===== src/rtl/attn_pkg.sv =====
package attn_pkg;
    localparam int DATA_W = 8;
    localparam int ADDR_W = 2;

    localparam logic [ADDR_W-1:0] ADDR_CTRL = 2'd0;
    localparam logic [ADDR_W-1:0] ADDR_STAT = 2'd1;
    localparam logic [ADDR_W-1:0] ADDR_ATTN = 2'd2;

    localparam logic RES_DONE    = 1'b0;
    localparam logic RES_TIMEOUT = 1'b1;

    typedef enum logic [2:0] {
        S_IDLE,
        S_MASK,
        S_POLL,
        S_ATTN,
        S_UNMASK,
        S_REPLY
    } seq_state_t;

    typedef enum logic [1:0] {
        WSEL_ZERO,
        WSEL_ATTN,
        WSEL_IEN
    } wsel_t;
endpackage


===== src/rtl/attn_try_ctr.sv =====
module attn_try_ctr #(
    parameter int MAX_TRIES = 10000
) (
    input  logic clk,
    input  logic rst_n,
    input  logic clr,
    input  logic inc,
    output logic last
);
    localparam int CW = $clog2(MAX_TRIES + 1);
    localparam logic [CW-1:0] LAST_VAL = CW'(MAX_TRIES - 1);

    logic [CW-1:0] cnt;

    always_ff @(posedge clk) begin
        if (!rst_n || clr) begin
            cnt <= '0;
        end else if (inc) begin
            cnt <= cnt + 1'b1;
        end
    end

    assign last = (cnt == LAST_VAL);
endmodule


===== src/rtl/attn_byte_fmt.sv =====
module attn_byte_fmt
    import attn_pkg::*;
#(
    parameter int TYPE_W  = 5,
    parameter int DEV_W   = 3,
    parameter int IEN_BIT = 0
) (
    input  wsel_t              sel,
    input  logic [TYPE_W-1:0]  atype,
    input  logic [DEV_W-1:0]   dev,
    output logic [DATA_W-1:0]  wdata
);
    localparam logic [DATA_W-1:0] IEN_MASK = DATA_W'(1) << IEN_BIT;

    always_comb begin
        unique case (sel)
            WSEL_ATTN: wdata = {dev, atype};
            WSEL_IEN:  wdata = IEN_MASK;
            default:   wdata = '0;
        endcase
    end
endmodule


===== src/rtl/attn_req_seq.sv =====
module attn_req_seq
    import attn_pkg::*;
#(
    parameter int          MAX_TRIES = 10000,
    parameter int          TYPE_W    = 5,
    parameter int          DEV_W     = 3,
    parameter int          CTX_W     = 4,
    parameter int          BUSY_BIT  = 0,
    parameter int          IEN_BIT   = 0,
    parameter logic [3:0]  RST_CTX   = 4'hA
) (
    input  logic              clk,
    input  logic              rst_n,
    input  logic              req_valid,
    output logic              req_ready,
    input  logic [TYPE_W-1:0] req_type,
    input  logic [DEV_W-1:0]  req_dev,
    input  logic [CTX_W-1:0]  req_ctx,
    output logic              ack_valid,
    output logic              ack_result,
    output logic              bus_req,
    output logic              bus_we,
    output logic [1:0]        bus_addr,
    output logic [7:0]        bus_wdata,
    input  logic [7:0]        bus_rdata,
    input  logic              bus_ack
);
    localparam int WORD_W = TYPE_W + DEV_W;

    seq_state_t        state, state_nx;
    wsel_t             wsel;
    logic [TYPE_W-1:0] type_q;
    logic [DEV_W-1:0]  dev_q;
    logic              skip_q;
    logic              tmo_q;
    logic              accept;
    logic              busy_seen;
    logic              try_inc;
    logic              try_last;

    assign accept    = (state == S_IDLE) && req_valid;
    assign busy_seen = bus_rdata[BUSY_BIT];
    assign try_inc   = (state == S_POLL) && bus_ack && busy_seen;

    // State register
    always_ff @(posedge clk) begin
        if (!rst_n) state <= S_IDLE;
        else        state <= state_nx;
    end

    // Request capture and result
    always_ff @(posedge clk) begin
        if (!rst_n) begin
            type_q <= '0;
            dev_q  <= '0;
            skip_q <= 1'b0;
            tmo_q  <= 1'b0;
        end else if (accept) begin
            type_q <= req_type;
            dev_q  <= req_dev;
            skip_q <= (req_ctx == CTX_W'(RST_CTX));
            tmo_q  <= 1'b0;
        end else if (try_inc && try_last) begin
            tmo_q  <= 1'b1;
        end
    end

    // Next-state logic
    always_comb begin
        state_nx = state;
        unique case (state)
            S_IDLE:   if (req_valid) state_nx = S_MASK;
            S_MASK:   if (bus_ack)   state_nx = skip_q ? S_ATTN : S_POLL;
            S_POLL: begin
                if (bus_ack) begin
                    if (!busy_seen)    state_nx = S_ATTN;
                    else if (try_last) state_nx = S_REPLY;
                end
            end
            S_ATTN:   if (bus_ack)   state_nx = S_UNMASK;
            S_UNMASK: if (bus_ack)   state_nx = S_REPLY;
            S_REPLY:                 state_nx = S_IDLE;
            default:                 state_nx = S_IDLE;
        endcase
    end

    // Outputs
    always_comb begin
        req_ready  = 1'b0;
        ack_valid  = 1'b0;
        ack_result = RES_DONE;
        bus_req    = 1'b0;
        bus_we     = 1'b0;
        bus_addr   = ADDR_CTRL;
        wsel       = WSEL_ZERO;
        unique case (state)
            S_IDLE:   req_ready = 1'b1;
            S_MASK: begin
                bus_req = 1'b1;
                bus_we  = 1'b1;
            end
            S_POLL: begin
                bus_req  = 1'b1;
                bus_addr = ADDR_STAT;
            end
            S_ATTN: begin
                bus_req  = 1'b1;
                bus_we   = 1'b1;
                bus_addr = ADDR_ATTN;
                wsel     = WSEL_ATTN;
            end
            S_UNMASK: begin
                bus_req = 1'b1;
                bus_we  = 1'b1;
                wsel    = WSEL_IEN;
            end
            S_REPLY: begin
                ack_valid  = 1'b1;
                ack_result = tmo_q;
            end
            default: ;
        endcase
    end

    attn_try_ctr #(.MAX_TRIES(MAX_TRIES)) u_tries (
        .clk   (clk),
        .rst_n (rst_n),
        .clr   (state == S_IDLE),
        .inc   (try_inc),
        .last  (try_last)
    );

    logic [WORD_W-1:0] wbyte;

    attn_byte_fmt #(
        .TYPE_W  (TYPE_W),
        .DEV_W   (DEV_W),
        .IEN_BIT (IEN_BIT)
    ) u_fmt (
        .sel   (wsel),
        .atype (type_q),
        .dev   (dev_q),
        .wdata (wbyte)
    );

    assign bus_wdata = wbyte;
endmodule


===== config.mk =====
export PLATFORM = sky130hd
export DESIGN_NAME = attn_req_seq
export DESIGN_NICKNAME = d
export VERILOG_FILES = /design/src/rtl/attn_pkg.sv /design/src/rtl/attn_try_ctr.sv /design/src/rtl/attn_byte_fmt.sv /design/src/rtl/attn_req_seq.sv
export SDC_FILE = /design/constraint.sdc
export NUM_CORES = 1
export LEC_CHECK = 0
export BUFFER_PORTS_ARGS = -buffer_cell sky130_fd_sc_hd__buf_2
export CAP_MARGIN = 10
export CORE_AREA = 2 2 60 62
export DETAILED_ROUTE_END_ITERATION = 6
export DIE_AREA = 0 0 62 64
export PLACE_DENSITY = 0.68
export RECOVER_POWER = 100
export SYNTH_ARGS = -nofsm -noshare
export SYNTH_HDL_FRONTEND = slang
export SYNTH_SLANG_ARGS = --single-unit

===== constraint.sdc =====
create_clock -name clk -period 3.35 [get_ports clk]
set_input_delay 0 -clock clk [delete_from_list [all_inputs] [get_ports clk]]
set_output_delay 0 -clock clk [all_outputs]
set_load 0.1 [all_outputs]

==> flow_metrics.py <==
metrics = {
    "run_status": {
        "status": "completed",
    },
    "cts": {
        "clock_sinks": 27,
        "cts_tree": "yes",
        "cts.path.max_buffers": 2,
        "ctsHtreeMaxLevel": 1,
        "cts_resized": 0,
        "post_cts_buffers": 0,
        "cts_made_buffers": 3,
        "insertion_delay_ps": 320,
        "clk_pin_slew_ps": 150,
        "clockRootBuffer": "clkbuf_4",
    },
    "logic_synthesis": {
        "yosys_most_used_dff": "dfxtp_1",
        "ys_seq_elements": 27,
        "synth_area_leaders": "dfxtp_1 37%, nand2_1 7.0%, a21boi_0 4.7%, nor2_1 4.4%, and2_1 4.3%",
        "ys_warn_count": 0,
        "synth_common_cells": "27 x dfxtp_1, 27 x nand2_1, 17 x nor2_1",
        "async_reset_ff_share_pct": 0,
        "ys_seq_area_share_pct": 37.4,
        "synth_cell_type_count": 38,
        "netlist_area_um2": 1450,
        "synth_edf_count": 0,
        "syn-num-nets": 207,
        "synth_top_area_share_pct": 37.4,
        "syn_inst": 179,
        "yosys.area.top_type": "dfxtp_1",
        "syn_avg_cell_area_um2": 8.07,
    },
    "hold_path": {
        "hold_path_class": "in -> reg",
    },
    "critical_path": {
        "crit_path_start_kind": "flip-flop",
        "crit_fanout": 14,
        "worstSetupPathType": "reg -> out",
        "cp.arrival_ps": 2610,
        "required_ps": 3350,
        "crit_path_end_kind": "output pin",
    },
    "global_route": {
        "antenna_found_initial": 0,
        "grt_usage_pct": 17.4,
        "grt_max_degree": 21,
        "grt.busiest_layer": "met2",
        "grtUsageMet1_pct": 22.6,
        "overflow": 0,
        "grt_pass1_vias": 1264,
        "grt_pass1_wl_mm": 5.40,
        "grtUsageMet3_pct": 3.24,
        "grt_use_met2_pct": 28.5,
    },
    "place": {
        "place_inst": 248,
        "dpl.hpwl_mm": 2.06,
        "gp_congestion": 0.776,
        "portBuffers": 31,
    },
    "layout": {
        "area_growth_pct": 20.7,
        "n_antenna_cell": 0,
        "nets": 246,
        "drive_above_1_share_pct": 11.1,
        "instances_no_fill": 263,
        "nFillCells": 349,
    },
    "sta": {
        "period_needed_ps": 2610,
        "worst_pin_slew_ps": 1400,
        "rsz0062_at_grt": "no",
        "timing.hold.ws_ps": 62.7,
        "period_share_pct": 77.8,
        "maxSlewViolCount": 0,
        "finalClockSkew_ps": 6.60,
        "tns_ps": 0,
        "finalHoldViolations": 0,
        "relSlewSlack_pct": 5.14,
        "fmax_ghz": 0.384,
        "setup_viol": 0,
    },
    "drt": {
        "wirelength_mm": 3.11,
        "route.vias.total": 1363,
        "drtIter0Drc": 125,
        "postRouteAntennaNets": 0,
        "route.detailed.drc": 0,
        "wire_per_inst_um": 11.8,
        "vias_per_cell": 5.18,
        "firstDrtPassIters": 4,
    },
    "floorplan": {
        "core_um2": 3280,
        "start_util_pct": 44.0,
        "die_h_um": 64,
        "fp.dieW_um": 62,
        "rows": 21,
        "num_io_pins": 39,
        "dieArea_um2": 3970,
    },
    "pwr": {
        "ir_worst_vdd_uv": 120,
        "p_leak_nw": 0.628,
        "power_density_nw_per_um2": 386,
    },
    "flow_run": {
        "max-cap-violations": 0,
    },
}
-- registers in the layout, indices dropped and copies added (netlist names) --
register and cells:
type_q 5, tmo_q 1, skip_q 1, state 3
u_tries.cnt 14, dev_q 3
-- worst max-delay path, stage by stage (launching register included) --
cell and delay (ps):
dfxtp_1 600, nor2_1 170, nand2_1 150, ha_1 310, a21oi_1 100, nor2_1 90
clkbuf_1 860
-- layout make-up --
type | instances | area, um2 | share of cell area, %
flip-flops and latches | 27 | 541 | 31.0
clock inverters | 1 | 7.51 | 0.430
multi-input cells | 141 | 858 | 49.2
well taps | 46 | 57.6 | 3.30
inverters | 3 | 11.3 | 0.646
repair buffers | 42 | 246 | 14.1
clock buffers | 3 | 22.5 | 1.29
-- cells in the final DEF, fill, tap and decap left out, types with 2 or more instances in the layout --
| cell | netlist | routed |
|---|---|---|
| a21boi_0 | 9 | 9 |
| a21oi_1 | 8 | 8 |
| and2_1 | 10 | 10 |
| and3_1 | 5 | 5 |
| and4_1 | 2 | 2 |
| buf_2 | 1 | 16 |
| clkbuf_1 | 7 | 15 |
| clkbuf_4 | 0 | 3 |
| dfxtp_1 | 27 | 27 |
| dlygate4sd3_1 | 0 | 11 |
| ha_1 | 4 | 4 |
| inv_1 | 3 | 3 |
| mux2_2 | 2 | 2 |
| nand2_1 | 27 | 27 |
| nand2b_1 | 2 | 2 |
| nand3_1 | 7 | 7 |
| nand4_1 | 6 | 6 |
| nor2_1 | 17 | 16 |
| nor3_1 | 2 | 2 |
| nor3b_1 | 2 | 2 |
| nor4_1 | 3 | 3 |
| nor4bb_1 | 2 | 2 |
| o21ai_0 | 6 | 6 |
| or3_1 | 3 | 3 |
| xnor2_1 | 4 | 4 |
| xor2_1 | 6 | 6 |
-- final timing paths --
check	startpoint	endpoint	slack, ps	depth (start not counted)
setup reg to reg	state[2]	skip_q	1200	3
hold / removal	bus_ack	u_tries.cnt[1]	60	3
hold reg to reg	dev_q[2]	dev_q[2]	470	2
setup / recovery	state[1]	bus_wdata[0]	740	6
-- power by group --
part,internal (W),leakage (nW),switching [W],total [W]
clock,0.0000456,0.0139,0.0000968,0.000142
sequential,0.000333,0.219,0.0000154,0.000349
combinational,0.0000488,0.395,0.000133,0.000182
-- layer usage --
layer  up-vias  share of wire [%]
li1        700                  -
met5         -                  0
met3         4                2.9
met1       639                 49
met2        20                 47
met4         0                1.1
-- metrics by stage --
step | area [um2] | worst slack [ps] | utilization, % | total power, W
global route | 1740 | 505 | 53.1 | 0.000715
CTS | 1770 | 1120 | 54.0 | 0.000688
detailed placement | 1630 | 1330 | 49.8 | 0.000533
finish | 1740 | 743 | 53.1 | 0.000673
global placement | 1630 | 1350 | 49.8 | 0.000532
floorplan | 1450 | 329 | - | 0.000499
-- logic make-up after synthesis --
kind of cell	synth area share [%]
AOI/OAI and AO/OA	13.1
xor gates and xnor gates	6.06
adders and majority gates	3.46
buffers and inverters	2.94
DFF	37.4
muxes	1.56
and+or+nand+nor	35.5
-- timing repair --
action,4_1_cts,5_1_grt
endpoints found under the setup margin,0,0
endpoints found under the hold margin,10,0
hold buffers,11,0
No activity file was read; power rests on OpenSTA's default activity.
